`src/rtl/pcu_pkg.sv`:
```
package pcu_pkg;
  typedef enum logic [2:0] {
    PCU_HOLD = 3'd0,
    PCU_STEP = 3'd1,
    PCU_CALL = 3'd2,
    PCU_RET  = 3'd3,
    PCU_PJMP = 3'd4,
    PCU_JMP  = 3'd5
  } pcu_op_e;
endpackage

```
`src/rtl/pcu_rst_sync.sv`:
```
module pcu_rst_sync #(
  parameter int STAGES = 2
) (
  input  logic clk,
  input  logic rst_n,
  output logic rst_sync_n
);
  logic [STAGES-1:0] sync_q;

  always_ff @(posedge clk or negedge rst_n) begin
    if (!rst_n) sync_q <= '0;
    else        sync_q <= {sync_q[STAGES-2:0], 1'b1};
  end

  assign rst_sync_n = sync_q[STAGES-1];
endmodule

```
`src/rtl/pcu_ptr.sv`:
```
module pcu_ptr #(
  parameter int PTR_W = 2
) (
  input  logic             clk,
  input  logic             rst_n,
  input  logic             push,
  input  logic             pop,
  output logic [PTR_W-1:0] ptr,
  output logic [PTR_W-1:0] ptr_nxt
);
  logic             ptr_en;
  logic [PTR_W-1:0] ptr_q;

  always_comb begin
    ptr_en  = push | pop;
    ptr_nxt = ptr_q;
    if (push)     ptr_nxt = ptr_q + PTR_W'(1);
    else if (pop) ptr_nxt = ptr_q - PTR_W'(1);
  end

  always_ff @(posedge clk or negedge rst_n) begin
    if (!rst_n)      ptr_q <= '0;
    else if (ptr_en) ptr_q <= ptr_nxt;
  end

  assign ptr = ptr_q;

  AST_PUSH_WRAP: assert property (@(posedge clk) disable iff (!rst_n)
    push |=> ptr_q == PTR_W'($past(ptr_q) + PTR_W'(1)));
  AST_POP_WRAP: assert property (@(posedge clk) disable iff (!rst_n)
    (pop && !push) |=> ptr_q == PTR_W'($past(ptr_q) - PTR_W'(1)));
  AST_PTR_IDLE: assert property (@(posedge clk) disable iff (!rst_n)
    (!push && !pop) |=> $stable(ptr_q));
endmodule

```
`src/rtl/pcu_addr_calc.sv`:
```
module pcu_addr_calc
  import pcu_pkg::*;
#(
  parameter int ADDR_W = 12,
  parameter int LOW_W  = 8
) (
  input  logic [2:0]        op,
  input  logic [ADDR_W-1:0] pc,
  input  logic [ADDR_W-1:0] tgt,
  output logic [ADDR_W-1:0] pc_inc,
  output logic [ADDR_W-1:0] act_d,
  output logic              act_we,
  output logic              save_we,
  output logic              push,
  output logic              pop
);
  localparam int PAGE_W = ADDR_W - LOW_W;

  always_comb begin
    pc_inc  = pc + ADDR_W'(1);
    act_d   = pc;
    act_we  = 1'b0;
    save_we = 1'b0;
    push    = 1'b0;
    pop     = 1'b0;
    case (pcu_op_e'(op))
      PCU_STEP: begin
        act_d  = pc_inc;
        act_we = 1'b1;
      end
      PCU_CALL: begin
        act_d   = tgt;
        act_we  = 1'b1;
        save_we = 1'b1;
        push    = 1'b1;
      end
      PCU_RET: pop = 1'b1;
      PCU_PJMP: begin
        act_d  = {pc_inc[ADDR_W-1 -: PAGE_W], tgt[LOW_W-1:0]};
        act_we = 1'b1;
      end
      PCU_JMP: begin
        act_d  = tgt;
        act_we = 1'b1;
      end
      default: ;
    endcase
  end
endmodule

```
`src/rtl/pcu_regfile.sv`:
```
module pcu_regfile #(
  parameter int ADDR_W = 12,
  parameter int DEPTH  = 4,
  parameter int PTR_W  = $clog2(DEPTH)
) (
  input  logic              clk,
  input  logic              rst_n,
  input  logic              act_we,
  input  logic [PTR_W-1:0]  act_idx,
  input  logic [ADDR_W-1:0] act_d,
  input  logic              save_we,
  input  logic [PTR_W-1:0]  save_idx,
  input  logic [ADDR_W-1:0] save_d,
  input  logic [PTR_W-1:0]  rd_idx,
  output logic [ADDR_W-1:0] rd_q
);
  logic [DEPTH-1:0][ADDR_W-1:0] slot_q;

  for (genvar i = 0; i < DEPTH; i++) begin : g_slot
    logic              act_hit;
    logic              save_hit;
    logic              slot_en;
    logic [ADDR_W-1:0] slot_d;

    always_comb begin
      act_hit  = act_we  && (act_idx  == PTR_W'(i));
      save_hit = save_we && (save_idx == PTR_W'(i));
      slot_en  = act_hit | save_hit;
      slot_d   = act_hit ? act_d : save_d;
    end

    always_ff @(posedge clk or negedge rst_n) begin
      if (!rst_n)       slot_q[i] <= '0;
      else if (slot_en) slot_q[i] <= slot_d;
    end
  end

  assign rd_q = slot_q[rd_idx];

  AST_PORT_CLASH: assert property (@(posedge clk) disable iff (!rst_n)
    (act_we && save_we) |-> act_idx != save_idx);
  AST_SAVE_KEPT: assert property (@(posedge clk) disable iff (!rst_n)
    (save_we && act_we) |=> slot_q[$past(save_idx)] == $past(save_d));
endmodule

```
`src/rtl/pcu_top.sv`:
```
module pcu_top
  import pcu_pkg::*;
#(
  parameter int ADDR_W = 12,
  parameter int LOW_W  = 8,
  parameter int DEPTH  = 4
) (
  input  logic              clk,
  input  logic              rst_n,
  input  logic [2:0]        op_i,
  input  logic [ADDR_W-1:0] tgt_i,
  output logic [ADDR_W-1:0] pc_o
);
  localparam int PTR_W  = $clog2(DEPTH);
  localparam int PAGE_W = ADDR_W - LOW_W;

  logic              rst_sync_n;
  logic [PTR_W-1:0]  ptr;
  logic [PTR_W-1:0]  ptr_nxt;
  logic [ADDR_W-1:0] pc_inc;
  logic [ADDR_W-1:0] act_d;
  logic              act_we;
  logic              save_we;
  logic              push;
  logic              pop;

  pcu_rst_sync #(.STAGES(2)) i_rst_sync (
    .clk        (clk),
    .rst_n      (rst_n),
    .rst_sync_n (rst_sync_n)
  );

  pcu_addr_calc #(.ADDR_W(ADDR_W), .LOW_W(LOW_W)) i_addr_calc (
    .op      (op_i),
    .pc      (pc_o),
    .tgt     (tgt_i),
    .pc_inc  (pc_inc),
    .act_d   (act_d),
    .act_we  (act_we),
    .save_we (save_we),
    .push    (push),
    .pop     (pop)
  );

  pcu_ptr #(.PTR_W(PTR_W)) i_ptr (
    .clk     (clk),
    .rst_n   (rst_sync_n),
    .push    (push),
    .pop     (pop),
    .ptr     (ptr),
    .ptr_nxt (ptr_nxt)
  );

  pcu_regfile #(.ADDR_W(ADDR_W), .DEPTH(DEPTH), .PTR_W(PTR_W)) i_regfile (
    .clk      (clk),
    .rst_n    (rst_sync_n),
    .act_we   (act_we),
    .act_idx  (ptr_nxt),
    .act_d    (act_d),
    .save_we  (save_we),
    .save_idx (ptr),
    .save_d   (pc_inc),
    .rd_idx   (ptr),
    .rd_q     (pc_o)
  );

  AST_RESET_ZERO: assert property (@(posedge clk)
    !rst_sync_n |-> pc_o == '0);
  AST_STEP: assert property (@(posedge clk) disable iff (!rst_sync_n)
    (op_i == 3'd1) |=> pc_o == ADDR_W'($past(pc_o) + ADDR_W'(1)));
  AST_CALL_TARGET: assert property (@(posedge clk) disable iff (!rst_sync_n)
    (op_i == 3'd2) |=> pc_o == $past(tgt_i));
  AST_PAGE_JUMP: assert property (@(posedge clk) disable iff (!rst_sync_n)
    (op_i == 3'd4) |=> (pc_o[LOW_W-1:0] == $past(tgt_i[LOW_W-1:0])) &&
      (pc_o[ADDR_W-1 -: PAGE_W] == $past(pc_inc[ADDR_W-1 -: PAGE_W])));
  AST_FULL_JUMP: assert property (@(posedge clk) disable iff (!rst_sync_n)
    (op_i == 3'd5) |=> pc_o == $past(tgt_i));
  AST_HOLD_STABLE: assert property (@(posedge clk) disable iff (!rst_sync_n)
    (op_i == 3'd0 || op_i == 3'd6 || op_i == 3'd7) |=> $stable(pc_o));
endmodule

```
`config.mk`:
```
export PLATFORM = sky130hd
export DESIGN_NAME = pcu_top
export DESIGN_NICKNAME = d
export VERILOG_FILES = /design/src/rtl/pcu_pkg.sv /design/src/rtl/pcu_rst_sync.sv /design/src/rtl/pcu_ptr.sv /design/src/rtl/pcu_addr_calc.sv /design/src/rtl/pcu_regfile.sv /design/src/rtl/pcu_top.sv
export SDC_FILE = /design/constraint.sdc
export NUM_CORES = 1
export LEC_CHECK = 0
export ABC_CLOCK_PERIOD_IN_PS = 2100
export BUFFER_PORTS_ARGS = -buffer_cell sky130_fd_sc_hd__buf_2
export CORE_AREA = 8 8 117 119
export DETAILED_ROUTE_END_ITERATION = 6
export DIE_AREA = 0 0 125 127
export PLACE_DENSITY = 0.44
export SLEW_MARGIN = 20
export SYNTH_ARGS = -nofsm -noshare
export SYNTH_HDL_FRONTEND = slang
export SYNTH_SLANG_ARGS = --single-unit
```
`constraint.sdc`:
```
create_clock -name clk -period 2.1 [get_ports clk]
set_input_delay 0.63 -clock clk [delete_from_list [all_inputs] [get_ports clk]]
set_output_delay 0.63 -clock clk [all_outputs]
set_load 0.05 [all_outputs]
```
# ---- After elaboration in Yosys (flattened, before gate mapping)
# Index checks and enable logic that the tools add are counted.
dict set report word_totals {
  ff_bits 52
  latch_bits 0
  ram_bits 0
  romBits 0
  input_bits 17
  out_inout_bits 12
  elab_cells 50
  n_memories 0
}
dict set report classes {
  add_sub_neg 3
  multipliers 0
  div 0
  n_lt_le_gt_ge 1
  eq_ne 11
  n_shift 0
  mux 12
  bitwise_logic 5
  n_reduce_logical 12
}
# cell n
set ops {}
lappend ops {{$mux 12} 5}
lappend ops {{$pmux 12 s3} 1}
lappend ops {{$bmux 12 s2} 1}
lappend ops {{$add 12x1->12 const B} 1}
lappend ops {{$eq 2x2->1 const B} 4}
lappend ops {{$logic_and 1x1->1} 8}
lappend ops {{$eq 3x2->1 const B} 2}
lappend ops {{$eq 3x3->1 const B} 2}
lappend ops {{$or 1x1->1} 5}
lappend ops {{$eq 2x1->1 const B} 2}
lappend ops {{$logic_not 2->1} 2}
lappend ops {{$mux 2} 2}
lappend ops {{$reduce_or 4->1} 1}
lappend ops {{$eq 3x1->1 const B} 1}
lappend ops {{$lt 2x3->1 const B} 1}
lappend ops {{$mux 1} 3}
lappend ops {{$add 2x1->2 const B} 1}
lappend ops {{$reduce_or 2->1} 1}
lappend ops {{$sub 2x1->2 const B} 1}

# ---- Depth between registers and ports, before layout
# Gate-level depths: netlist (run 1).
dict set report depth {
  ltp_word 7
  mapped_depth 11
}

# ---- Modules after synthesis
# A second synthesis (run 1) with hierarchy kept.
dict set report unflattened {
  hier_cells 444
  hier_area_um2 3728.6
}
# module instances cells_each area_per_inst_um2 seq_area_each_um2
set by_module_without_submodules {}
lappend by_module_without_submodules {pcu_regfile 1 283 2518.7 1201.2}
lappend by_module_without_submodules {pcu_addr_calc 1 149 1051.0 0.0}
lappend by_module_without_submodules {pcu_ptr 1 9 105.1 50.0}
lappend by_module_without_submodules {pcu_rst_sync 1 3 53.8 50.0}

# ---- Worst setup path after synthesis (run 1)
# OpenSTA, ideal clock, no wires.
dict set report synth_path {
  path_type {register -> register}
  startpoint {register i_ptr.ptr_q[0] (netlist: i_ptr.ptr[0])}
  endpoint {register i_regfile.slot_q[34] in the netlist's numbering}
  setup_ns 0.131
  arrival_ns 2.458
  required_time_ns 1.969
  path_slack_ns -0.490
  stages_incl_launch_ff 9
  n_path_buf 1
  synth_period_minus_slack_ns 2.590
  path_cell_list {dfrtp_1 > buf_6 > mux4_2 > ha_1 > nand4_2 > nor3_2 > xnor2_1 > o22ai_1 > or3_1}
}
dict set report synth_between {
  elab_cells_between_ends 14
}
# item line
set synth_rtl {}
lappend synth_rtl {{from (decl)} pcu_ptr.sv:12} ;# logic [PTR_W-1:0] ptr_q;
lappend synth_rtl {{from (signal assigned)} pcu_ptr.sv:23} ;# else if (ptr_en) ptr_q <= ptr_nxt;
lappend synth_rtl {{$bmux 12 s2 (*)} pcu_regfile.sv:38} ;# assign rd_q = slot_q[rd_idx];
lappend synth_rtl {{$mux 12 (implied by the code) (*)} pcu_regfile.sv:38}
lappend synth_rtl {{named net pc_o[0]} pcu_top.sv:12} ;# output logic [ADDR_W-1:0] pc_o
lappend synth_rtl {{$add 12x1->12 (*)} pcu_addr_calc.sv:20} ;# pc_inc = pc + ADDR_W'(1);
lappend synth_rtl {{$pmux 12 s3} pcu_addr_calc.sv:26} ;# case (pcu_op_e'(op))
lappend synth_rtl {{$mux 12 (*)} pcu_regfile.sv:29} ;# slot_d = act_hit ? act_d : save_d;
lappend synth_rtl {{to (signal, indexed assignment)} pcu_regfile.sv:34} ;# else if (slot_en) slot_q[i] <= slot_d;
lappend synth_rtl {{to (decl)} pcu_regfile.sv:17} ;# logic [DEPTH-1:0][ADDR_W-1:0] slot_q;
# The timed path passes the listed nets; every way through them passes the cells marked *. The select of a mux whose other input is x is not followed.
# A chain may end at the register's enable or synchronous reset.

# ---- Final worst setup path (run 1)
dict set report layout_path {
  startpoint {register i_ptr.ptr_q[0] (netlist: i_ptr.ptr[0])}
  endpoint {output port pc_o[2]}
}
dict set report layout_between {
  elab_chain_len 2
}
# item line
set layout_lines {}
lappend layout_lines {{$bmux 12 s2} pcu_regfile.sv:38}
lappend layout_lines {{$mux 12 (implied by the code)} pcu_regfile.sv:38}
lappend layout_lines {{to (decl)} pcu_top.sv:12}
# Every way passes these cells. The select of a mux whose other input is x is not followed.

==> results of run 1 <==
-- cell families (layout without fill, tap and decap cells) --
group / after synthesis / count (layout) / share of synthesized area [%]
xor+xnor: 13 / 13 / 3.48
compound gates: 116 / 116 / 21.9
mux: 35 / 35 / 14.6
fa+ha+maj: 5 / 5 / 1.80
flops: 52 / 52 / 37.3
simple gates: 114 / 114 / 16.2
buf+inv: 35 / 162 / 4.56
other cells: 1 / 1 / 0.108
-- worst paths after layout --
path | cells past startpoint | to | from
max | 5 | pc_o[2] | i_ptr.ptr[0]
min | 1 | i_rst_sync.sync_q[0] | rst_n
max reg2reg | 9 | i_regfile.slot_q[34] | i_ptr.ptr[0]
min reg2reg | 0 | i_rst_sync.sync_q[1] | i_rst_sync.sync_q[0]
max in group asynchronous | 1 | i_ptr.ptr[0] | i_rst_sync.sync_q[1]
min in group clk | 0 | i_rst_sync.sync_q[1] | i_rst_sync.sync_q[0]
-- synth_stat cells (2+ instances only) --
master,number
sky130_fd_sc_hd__o31ai_1,3
sky130_fd_sc_hd__nand3_1,7
sky130_fd_sc_hd__a21oi_1,25
sky130_fd_sc_hd__and2_1,4
sky130_fd_sc_hd__nor2_1,35
sky130_fd_sc_hd__o22a_1,2
sky130_fd_sc_hd__o21bai_1,3
sky130_fd_sc_hd__clkbuf_1,14
sky130_fd_sc_hd__mux4_2,12
sky130_fd_sc_hd__buf_6,2
sky130_fd_sc_hd__inv_1,8
sky130_fd_sc_hd__nor3_2,3
sky130_fd_sc_hd__buf_4,2
sky130_fd_sc_hd__a22oi_1,2
sky130_fd_sc_hd__o21a_1,2
sky130_fd_sc_hd__nand2_1,38
sky130_fd_sc_hd__nand2b_1,3
sky130_fd_sc_hd__a211oi_1,10
sky130_fd_sc_hd__ha_1,5
sky130_fd_sc_hd__o22ai_1,15
sky130_fd_sc_hd__o211ai_1,6
sky130_fd_sc_hd__xor2_1,7
sky130_fd_sc_hd__xnor2_1,5
sky130_fd_sc_hd__o21ai_0,27
sky130_fd_sc_hd__and3_1,6
sky130_fd_sc_hd__buf_1,5
sky130_fd_sc_hd__a221oi_2,2
sky130_fd_sc_hd__nor3_1,3
sky130_fd_sc_hd__mux2i_1,16
sky130_fd_sc_hd__nor2b_1,5
sky130_fd_sc_hd__a31oi_1,4
sky130_fd_sc_hd__buf_2,4
sky130_fd_sc_hd__or3_1,3
sky130_fd_sc_hd__a32oi_1,3
sky130_fd_sc_hd__dfrtp_1,52
sky130_fd_sc_hd__mux2_2,7
-- power breakdown --
part | switching, mW | leakage (nW) | internal (mW) | total (mW)
logic | 4.00 | 1.66 | 3.85 | 7.86
clock network | 0.371 | 0.0679 | 0.442 | 0.813
registers | 0.284 | 0.630 | 1.47 | 1.75
-- metrics by stage --
stage	total power [mW]	hold slack [ps]	cell area (µm²)
floorplan	5.34	331	3630
global placement	7.43	338	4540
detailed placement	7.45	344	4540
CTS	10.0	100	5240
global route	11.0	99.6	5440
finish	10.4	106	5440
-- final cells by class --
type / count / share of cell area, %
Timing Repair Buffer: 146 / 24.5
Clock inverter: 1 / 0.0921
Sequential cell: 52 / 24.0
Clock buffer: 7 / 2.44
Inverter: 8 / 0.552
Tap cell: 147 / 3.38
Multi-Input combinational cell: 284 / 45.0
-- metal layers --
metal / vias up / GRT usage, % / wire length, µm
met4: 0 / 5.01 / 199
met5: - / 0 / 0
met1: 1671 / 19.9 / 5490
li1: 1614 / - / -
met2: 75 / 26.9 / 6180
met3: 12 / 2.62 / 606
-- registers in the layout, summed over array words and instances (netlist names) --
register	cells
i_regfile.slot_q	48
i_ptr.ptr	2
i_rst_sync.sync_q	2
-- timing repair --
action                     4_1_cts  5_1_grt
setup endpoints to repair       54       60
cloned                           1        0
pin swaps                       30       30
resized for setup              103       40
buffers inserted                21        9
==> impl_summary.txt, run 1 <==
----------------------------------------------------
[Drt]
  Via/cell ratio ... 5.23
  DRC violations left ... 0
  Number of vias in the routed layout ... 3,372
  Number of nets with antenna violations after routing ... 0
  Wire length after detailed routing ... 12,500 µm
  Initial DRC count ... 119
  Per-cell routed wire length ... 19.3 µm
  DRT Pass-1 Iters ... 4

[Floorplanning]
  Number of rows in the core area ... 40
  Die X-Extent ... 125 µm
  Floorplan Core Area ... 11,800 µm²
  Initial core utilization ... 29.5%
  Die extent in y ... 127 µm
  Die Area ... 15,900 µm²
  Number of placed I/O pins ... 29

[STA]
  Hold violation total from the final report ... 0
  Final sum of negative setup slack ... -11,260 ps
  Minimum period implied by the final worst setup slack ... 2440 ps
  Final worst-path setup slack ... -335 ps
  Max-slew headroom ... 54.7%
  Setup repair after global routing missed its margin ... true
  Period utilisation layout ... 116%
  Worst-Margin Slew ... 680 ps
  Worst-case clock skew ... 4.82 ps
  Max Slew Vio Count ... 0
  Number of endpoints failing setup at the final stage ... 56
  Highest achievable clock rate ... 411 MHz

[Hold path]
  Path category of the worst min-delay check ... in2async

[Worst setup path]
  CP startpoint kind ... register
  Type of destination of the critical path ... output pin
  Data arrival at the endpoint of the critical path ... 1810 ps
  Worst setup path category ... reg2out
  Cell with the largest stage delay on the worst path ... sky130_fd_sc_hd__mux4_2
  Required time of the worst setup path ... 1470 ps
  Critical path fanouts, max ... 5
  Cell repeated most along the worst path ... sky130_fd_sc_hd__buf_6
  Maximum cell stage delay along the critical path ... 540 ps
  Crit-path leading delay family ... buffers and inverters
  Series of cell instances along the critical path ... buf_12 -> mux4_2 -> buf_6 -> buf_6 -> buf_8
  Number of buffer and inverter stages on the critical path ... 4
  FF-to-FF setup slack ... -340 ps

[Synth]
  Top flip-flop cell by instance count after synthesis ... sky130_fd_sc_hd__dfrtp_1
  Area of the mapped netlist ... 3480 µm²
  Cell count after synthesis ... 371
  Count of different cell masters after synthesis ... 57
  Number of synthesized register bits ... 52
  Count of flip-flops with a built-in enable after synthesis ... 0
  Yosys top cell area share ... 37.3%
  Mean cell area of the mapped netlist ... 9.39 µm²
  Cells taking the most area after synthesis ... sky130_fd_sc_hd__dfrtp_1, sky130_fd_sc_hd__mux4_2, sky130_fd_sc_hd__mux2i_1
  Leading area contributor after synthesis ... sky130_fd_sc_hd__dfrtp_1
  Total nets after synthesis ... 393
  Proportion of synthesized chip area in sequential cells ... 37.3%
  Fraction of registers with async set/reset ... 100%
  Synth Warn # ... 0

[Global route]
  Largest net degree at the start of global routing ... 51
  Global router's overall resource usage ... 15.8%
  GR Overflow Total ... 0
  Number of global-route vias before repair ... 3,473
  Antenna violations before repair ... 0
  Wire length of the first global-routing pass ... 19,700 µm

[Clock network]
  Num Clock Sinks ... 52
  Clock H-tree levels ... 2
  Cell at the root of the clock tree ... sky130_fd_sc_hd__clkbuf_16
  CTS tree ... built
  Number of clock buffers inserted by TritonCTS ... 5
  Clock-pin slew on the worst setup and hold paths ... 70 ps
  Cts-stage hold buffer count ... 0
  Source-to-sink clock delay at the later pin of the worst-skew pair ... 300 ps
  Max Root-Sink Buffers ... 2

[Power]
  Leakage power figure ... 2.35 nW
  Worst IR drop on VDD ... 0.784 mV
  Power density of the placed cells ... 1920 nW/µm²

[Cells and area]
  Area growth from synthesis to layout ... 56.0%
  Layout cell share with drive strength beyond 1 ... 49.8%
  Total area of multi-input combinational cells ... 2450 µm²
  Final core occ ... 46.0%
  Non-filler cells, final ... 645
  Number of diodes added for antenna fixing ... 0
  Fill count ... 1,123
  Leading cell types in the layout, fill and taps excluded ... sky130_fd_sc_hd__buf_4, sky130_fd_sc_hd__dfrtp_1, sky130_fd_sc_hd__nand2_1
  Sequential cell area ... 1300 µm²
  Most common cell after layout, fill and taps aside ... sky130_fd_sc_hd__buf_4
  # nets final ... 519

[Status]
  Outcome ... finished with violations
  Failing checks ... negative setup slack

[Place]
  Pre-CTS setup slack ... -216 ps
  Cell Count Post-Placement ... 610
  Routability congestion estimate ... 0.845
  Placed wire-length estimate ... 9140 µm
  PortBufs ... 28

[Run]
  Maxcap violations ... 0

----------------------------------------------------
(Power assumes the default switching activity.)
==> run 2, diff against run 1 <==
--- a/config.mk
+++ b/config.mk
@@ -5,11 +5,12 @@
 export SDC_FILE = /design/constraint.sdc
 export NUM_CORES = 1
 export LEC_CHECK = 0
+export ABC_AREA = 1
 export ABC_CLOCK_PERIOD_IN_PS = 2100
 export BUFFER_PORTS_ARGS = -buffer_cell sky130_fd_sc_hd__buf_2
-export CORE_AREA = 8 8 117 119
+export CORE_AREA = 8 8 116 118
 export DETAILED_ROUTE_END_ITERATION = 6
-export DIE_AREA = 0 0 125 127
+export DIE_AREA = 0 0 124 126
 export PLACE_DENSITY = 0.44
 export SLEW_MARGIN = 20
 export SYNTH_ARGS = -nofsm -noshare
==> impl_summary.txt, run 2 <==
----------------------------------------------------
[Global route]
  Wire length of the first global-routing pass ... 22,100 µm
  Number of global-route vias before repair ... 3,964
  Largest net degree at the start of global routing ... 51
  GR Overflow Total ... 0
  Global router's overall resource usage ... 18.7%
  Antenna violations before repair ... 0

[Worst setup path]
  Maximum cell stage delay along the critical path ... 450 ps
  Worst setup path category ... reg2out
  Type of destination of the critical path ... output pin
  FF-to-FF setup slack ... -50 ps
  Data arrival at the endpoint of the critical path ... 1620 ps
  Depth of the worst register-to-register path ... 16
  Critical path fanouts, max ... 6
  Startpoint of the most critical register-to-register path ... i_ptr.ptr[0]
  Endpoint of the worst-slack reg-to-reg timing path ... i_regfile.slot_q[30]
  CP startpoint kind ... register
  Cell with the largest stage delay on the worst path ... sky130_fd_sc_hd__dfrtp_2
  Series of cell instances along the critical path ... inv_6 -> buf_12 -> nand2_4 -> nand3_2 -> nand2_4 -> clkinvlp_4 -> buf_4 -> buf_8
  Required time of the worst setup path ... 1470 ps
  Worst setup path endpoint ... pc_o[6]
  Critical Path Source ... i_ptr.ptr[0]
  Cell repeated most along the worst path ... sky130_fd_sc_hd__nand2_4

[Cells and area]
  Leading cell types in the layout, fill and taps excluded ... sky130_fd_sc_hd__nand2_1, sky130_fd_sc_hd__buf_4, sky130_fd_sc_hd__dfrtp_1
  Max FFs per register ... 48
  Fill count ... 1,190
  Number of diodes added for antenna fixing ... 0
  Sequential cell area ... 1310 µm²
  # nets final ... 656
  Total area of multi-input combinational cells ... 2180 µm²
  Layout cell share with drive strength beyond 1 ... 39.8%
  Non-filler cells, final ... 782
  Most flops, register ... i_regfile.slot_q
  Most common cell after layout, fill and taps aside ... sky130_fd_sc_hd__nand2_1
  Area growth from synthesis to layout ... 55.6%

[STA]
  Max-slew headroom ... 53.5%
  Final sum of negative setup slack ... -1580 ps
  Max Slew Vio Count ... 0
  Worst-Margin Slew ... 698 ps
  Minimum period implied by the final worst setup slack ... 2250 ps
  Period utilisation layout ... 107%
  Number of endpoints failing setup at the final stage ... 23
  Hold violation total from the final report ... 0
  Worst-case clock skew ... 9.87 ps
  Final worst-path setup slack ... -147 ps
  Setup repair after global routing missed its margin ... true
  Highest achievable clock rate ... 445 MHz

[Synth]
  Number of synthesized register bits ... 52
  Top flip-flop cell by instance count after synthesis ... sky130_fd_sc_hd__dfrtp_1
  Count of different cell masters after synthesis ... 28
  Area of the mapped netlist ... 3400 µm²
  Synth Warn # ... 0
  Count of flip-flops with a built-in enable after synthesis ... 0
  Yosys top cell area share ... 38.2%
  Cell count after synthesis ... 503
  Mean cell area of the mapped netlist ... 6.77 µm²
  Proportion of synthesized chip area in sequential cells ... 38.2%
  Total nets after synthesis ... 525
  Most frequent cell after synthesis ... sky130_fd_sc_hd__nand2_1
  Cells taking the most area after synthesis ... sky130_fd_sc_hd__dfrtp_1, sky130_fd_sc_hd__nand2_1, sky130_fd_sc_hd__nand3_1
  Leading area contributor after synthesis ... sky130_fd_sc_hd__dfrtp_1
  Top post-synthesis cells by count ... sky130_fd_sc_hd__nand2_1, sky130_fd_sc_hd__nand3_1, sky130_fd_sc_hd__dfrtp_1
  Fraction of registers with async set/reset ... 100%

[Floorplanning]
  Die Area ... 15,600 µm²
  Number of placed I/O pins ... 29
  Die X-Extent ... 124 µm
  Floorplan Core Area ... 11,700 µm²
  Initial core utilization ... 29.1%
  Die extent in y ... 126 µm
  Number of rows in the core area ... 40

[Status]
  Failing checks ... negative setup slack
  Outcome ... finished with violations

[Drt]
  Number of vias in the routed layout ... 3,858
  DRT Pass-1 Iters ... 5
  Via/cell ratio ... 4.93
  Initial DRC count ... 319
  DRC violations left ... 0
  Per-cell routed wire length ... 17.8 µm
  Number of nets with antenna violations after routing ... 0
  Wire length after detailed routing ... 14,000 µm

[Run]
  Maxcap violations ... 0

[Clock network]
  Max Root-Sink Buffers ... 2
  Number of clock buffers inserted by TritonCTS ... 5
  Clock-pin slew on the worst setup and hold paths ... 70 ps
  Clock H-tree levels ... 2
  Source-to-sink clock delay at the later pin of the worst-skew pair ... 300 ps
  Cts-stage hold buffer count ... 0
  CTS tree ... built
  Cell at the root of the clock tree ... sky130_fd_sc_hd__clkbuf_16
  Num Clock Sinks ... 52

[Place]
  Placed wire-length estimate ... 10,600 µm
  Routability congestion estimate ... 0.916
  PortBufs ... 28
  Pre-CTS setup slack ... -237 ps
  Cell Count Post-Placement ... 758

[Power]
  Worst IR drop on VDD ... 0.908 mV
  Leakage power figure ... 2.65 nW
  Power density of the placed cells ... 1980 nW/µm²

[Hold path]
  Path category of the worst min-delay check ... in2async

----------------------------------------------------
## run 2: worst min path at each step
stage / slack, ps / from / to
2_1_floorplan: 330 / rst_n / i_rst_sync.sync_q[0]
3_3_place_gp: 340 / i_rst_sync.sync_q[0] / i_rst_sync.sync_q[1]
3_5_place_dp: 350 / i_rst_sync.sync_q[0] / i_rst_sync.sync_q[1]
4_1_cts: 100 / rst_n / i_rst_sync.sync_q[1]
5_1_grt: 100 / rst_n / i_rst_sync.sync_q[1]
6_report: 110 / rst_n / i_rst_sync.sync_q[1]
## run 2: stage by stage
step / hold WS, ps / area (µm²) / total power [mW] / utilization (%)
finish: 110 / 5300 / 10.5 / 45.2
detailed placement: 346 / 4510 / 7.86 / 38.5
global route: 101 / 5300 / 11.2 / 45.2
global placement: 342 / 4510 / 7.91 / 38.5
floorplan: 331 / 3560 / 5.37 / -
CTS: 100 / 5240 / 10.4 / 44.8
## run 2: final cells by class
| cell class | instances | area share [%] |
|---|---|---|
| well taps | 147 | 3.47 |
| clock inverters | 2 | 0.661 |
| inverters | 65 | 5.29 |
| multi-input cells | 376 | 41.2 |
| clock buffers | 6 | 2.43 |
| flip-flops and latches | 52 | 24.6 |
| repair buffers | 134 | 22.3 |
## run 2: power breakdown
part	switching [mW]	total, mW	internal [mW]
Sequential	0.295	1.75	1.46
Clock	0.389	0.951	0.562
Combinational	4.50	7.81	3.31
## run 2: logic make-up (layout without fill, tap and decap cells)
logic type      Yosys count  after routing  synth area share, %
xor+xnor                  4              4                 1.03
flops                    52             52                 38.2
compound gates           70             70                 13.0
buf+inv                  75            207                 9.11
simple gates            296            296                 36.6
fa+ha+maj                 5              5                 1.84
other cells               1              1                0.110
## run 2: routing by layer
metal	GRT usage, %	wire length, µm	vias to the layer above
met5	0	0	-
met4	6.44	351	0
met3	2.41	617	21
met2	31.1	6870	110
met1	24.1	6110	1829
li1	-	-	1898
## run 2: repair_timing
action,4_1_cts,5_1_grt
resized for setup,122,15
setup endpoints to repair,59,57
buffers inserted,13,2
endpoints found under the hold margin,0,0
cloned,1,0
pin swaps,21,5
## run 2: worst max-delay path: cells and delay by family (launching register included)
kind	cells	cell delay (ps)
buf+inv	5	620
flops	1	450
simple gates	3	230
==> run 3, diff against run 2 <==
--- a/config.mk
+++ b/config.mk
@@ -11,6 +11,7 @@
 export CORE_AREA = 8 8 116 118
 export DETAILED_ROUTE_END_ITERATION = 6
 export DIE_AREA = 0 0 124 126
+export GPL_TIMING_DRIVEN = 0
 export PLACE_DENSITY = 0.44
 export SLEW_MARGIN = 20
 export SYNTH_ARGS = -nofsm -noshare
==> constraint.sdc (replaced) <==
create_clock -name clk -period 2.1 [get_ports clk]
set_input_delay 0.63 -clock clk [delete_from_list [all_inputs] [get_ports clk]]
set_output_delay 0.63 -clock clk [all_outputs]
set_load 0.02 [all_outputs]
==> impl_summary.txt, run 3 (synthesized netlist as in run 2, its figures left out) <==
----------------------------------------------------
[Status]
  Outcome ... finished with violations
  Failing checks ... negative setup slack

[Floorplanning]
  Number of placed I/O pins ... 29
  Die X-Extent ... 124 µm
  Number of rows in the core area ... 40
  Die extent in y ... 126 µm
  Die Area ... 15,600 µm²
  Initial core utilization ... 29.1%
  Floorplan Core Area ... 11,700 µm²

[Drt]
  Per-cell routed wire length ... 19.6 µm
  Wire length after detailed routing ... 15,000 µm
  DRC violations left ... 0
  Initial DRC count ... 222
  DRT Pass-1 Iters ... 5
  Via/cell ratio ... 5.16
  Number of nets with antenna violations after routing ... 0
  Number of vias in the routed layout ... 3,946

[STA]
  Number of endpoints failing setup at the final stage ... 58
  Max Slew Vio Count ... 0
  Worst-Margin Slew ... 711 ps
  Highest achievable clock rate ... 426 MHz
  Max-slew headroom ... 52.6%
  Setup repair after global routing missed its margin ... true
  Period utilisation layout ... 112%
  Final worst-path setup slack ... -246 ps
  Hold violation total from the final report ... 0
  Worst-case clock skew ... 9.59 ps
  Minimum period implied by the final worst setup slack ... 2350 ps

[Power]
  Worst IR drop on VDD ... 0.717 mV
  Power density of the placed cells ... 1830 nW/µm²
  Leakage power figure ... 2.79 nW

[Global route]
  Global router's overall resource usage ... 18.8%
  Global route hottest layer ... met2
  Global-route met2 utilization ... 29.4%
  GR Util met3 ... 3.66%
  GRT met1 Usage ... 24.4%
  Number of global-route vias before repair ... 3,815
  GR Overflow Total ... 0
  Antenna violations before repair ... 0
  Largest net degree at the start of global routing ... 51
  Wire length of the first global-routing pass ... 21,900 µm

[Worst setup path]
  Type of destination of the critical path ... register
  Critical path fanouts, max ... 7
  Required time of the worst setup path ... 2300 ps
  CP startpoint kind ... register
  Worst setup path category ... reg2reg
  Data arrival at the endpoint of the critical path ... 2540 ps

[Place]
  Routability congestion estimate ... 0.897
  Placed wire-length estimate ... 9310 µm
  PortBufs ... 28
  Pre-CTS setup slack ... -879 ps
  Area of placed instances ... 3840 µm²

[Cells and area]
  Number of diodes added for antenna fixing ... 0
  Leading cell types in the layout, fill and taps excluded ... sky130_fd_sc_hd__nand2_1, sky130_fd_sc_hd__buf_4, sky130_fd_sc_hd__dfrtp_1
  Layout cell share with drive strength beyond 1 ... 51.3%
  Area growth from synthesis to layout ... 71.3%
  Max FFs per register ... 48
  Most common cell after layout, fill and taps aside ... sky130_fd_sc_hd__nand2_1
  Final cell area excluding filler cells ... 5830 µm²
  # nets final ... 639
  Most flops, register ... i_regfile.slot_q

[Clock network]
  CTS tree ... built
  Number of clock buffers inserted by TritonCTS ... 5
  Max Root-Sink Buffers ... 2
  Source-to-sink clock delay at the later pin of the worst-skew pair ... 310 ps
  Clock-pin slew on the worst setup and hold paths ... 70 ps
  Cts-stage hold buffer count ... 0
  Num Clock Sinks ... 52
  Cell at the root of the clock tree ... sky130_fd_sc_hd__clkbuf_16
  Clock H-tree levels ... 2

[Run]
  Maxcap violations ... 0

[Hold path]
  Path category of the worst min-delay check ... in2async

----------------------------------------------------
run 3: cell count changes in the layout (fill, tap and decap cells not counted), sizes merged:
cell | previous run | this run
bufinv | 1 | 0
clkinvlp | 5 | 2
buf | 134 | 114
clkbuf | 6 | 10
inv | 60 | 63
run 3: worst max-delay path: stages (launching register included):
cell and delay [ps]:
sky130_fd_sc_hd__dfrtp_1 390, sky130_fd_sc_hd__buf_6 150, sky130_fd_sc_hd__inv_8 100, sky130_fd_sc_hd__buf_12 150, sky130_fd_sc_hd__ha_4 210, sky130_fd_sc_hd__xnor2_2 130
sky130_fd_sc_hd__o21ai_2 180, sky130_fd_sc_hd__buf_4 160, sky130_fd_sc_hd__nand3_4 140, sky130_fd_sc_hd__nand2_8 140, sky130_fd_sc_hd__clkinvlp_4 200, sky130_fd_sc_hd__a22oi_2 210
sky130_fd_sc_hd__nand2_1 60
run 3: path summary, 6_finish.rpt:
path	cells past startpoint	endpoint	slack, ps	start
max	12	i_regfile.slot_q[33]	-250	i_ptr.ptr[1]
min	1	i_rst_sync.sync_q[1]	100	rst_n
max reg2reg	12	i_regfile.slot_q[33]	-250	i_ptr.ptr[1]
min reg2reg	0	i_rst_sync.sync_q[1]	350	i_rst_sync.sync_q[0]
max in group asynchronous	0	i_regfile.slot_q[25]	1250	i_rst_sync.sync_q[1]
min in group clk	0	i_rst_sync.sync_q[1]	350	i_rst_sync.sync_q[0]
run 3: power breakdown:
group          switching, mW  leakage (nW)  internal, mW
logic                   4.58          2.08          3.44
registers              0.348         0.634          1.46
clock network          0.397        0.0712         0.478
run 3: repair_timing:
action                                  CTS  global route
gates cloned                              3             2
endpoints found under the setup margin   60            60
resized for setup                       185           139
pin swaps                                44            57
setup buffers                            59            19
run 3: area by class of cell:
class,count,area (µm²)
fill,1115,5880
multi-input combinational,376,2730
sequential,52,1310
timing repair buffer,106,966
inverter,65,339
tap,147,184
buffer,10,151
clock buffer,8,146
timing repair inverter,1,8.76
run 3: routing by layer:
layer | vias up | part of all wire [%]
li1 | 1873 | -
met1 | 1928 | 42
met2 | 108 | 49
met3 | 37 | 5.5
met4 | 0 | 3.2
met5 | - | 0
run 3: per-stage QoR:
stage               total power, mW  util, %  TNS, ps  hold WS (ps)  cells
detailed placement             6.04     32.8   -33050           340    678
finish                         10.7     49.8    -7290          96.5    765
global placement               5.99     32.7   -47270           336    678
global route                   11.3     49.8   -12710          91.5    765
CTS                            9.34     44.2    -5450          88.6    748
floorplan                      4.73        -    -1120           331    503
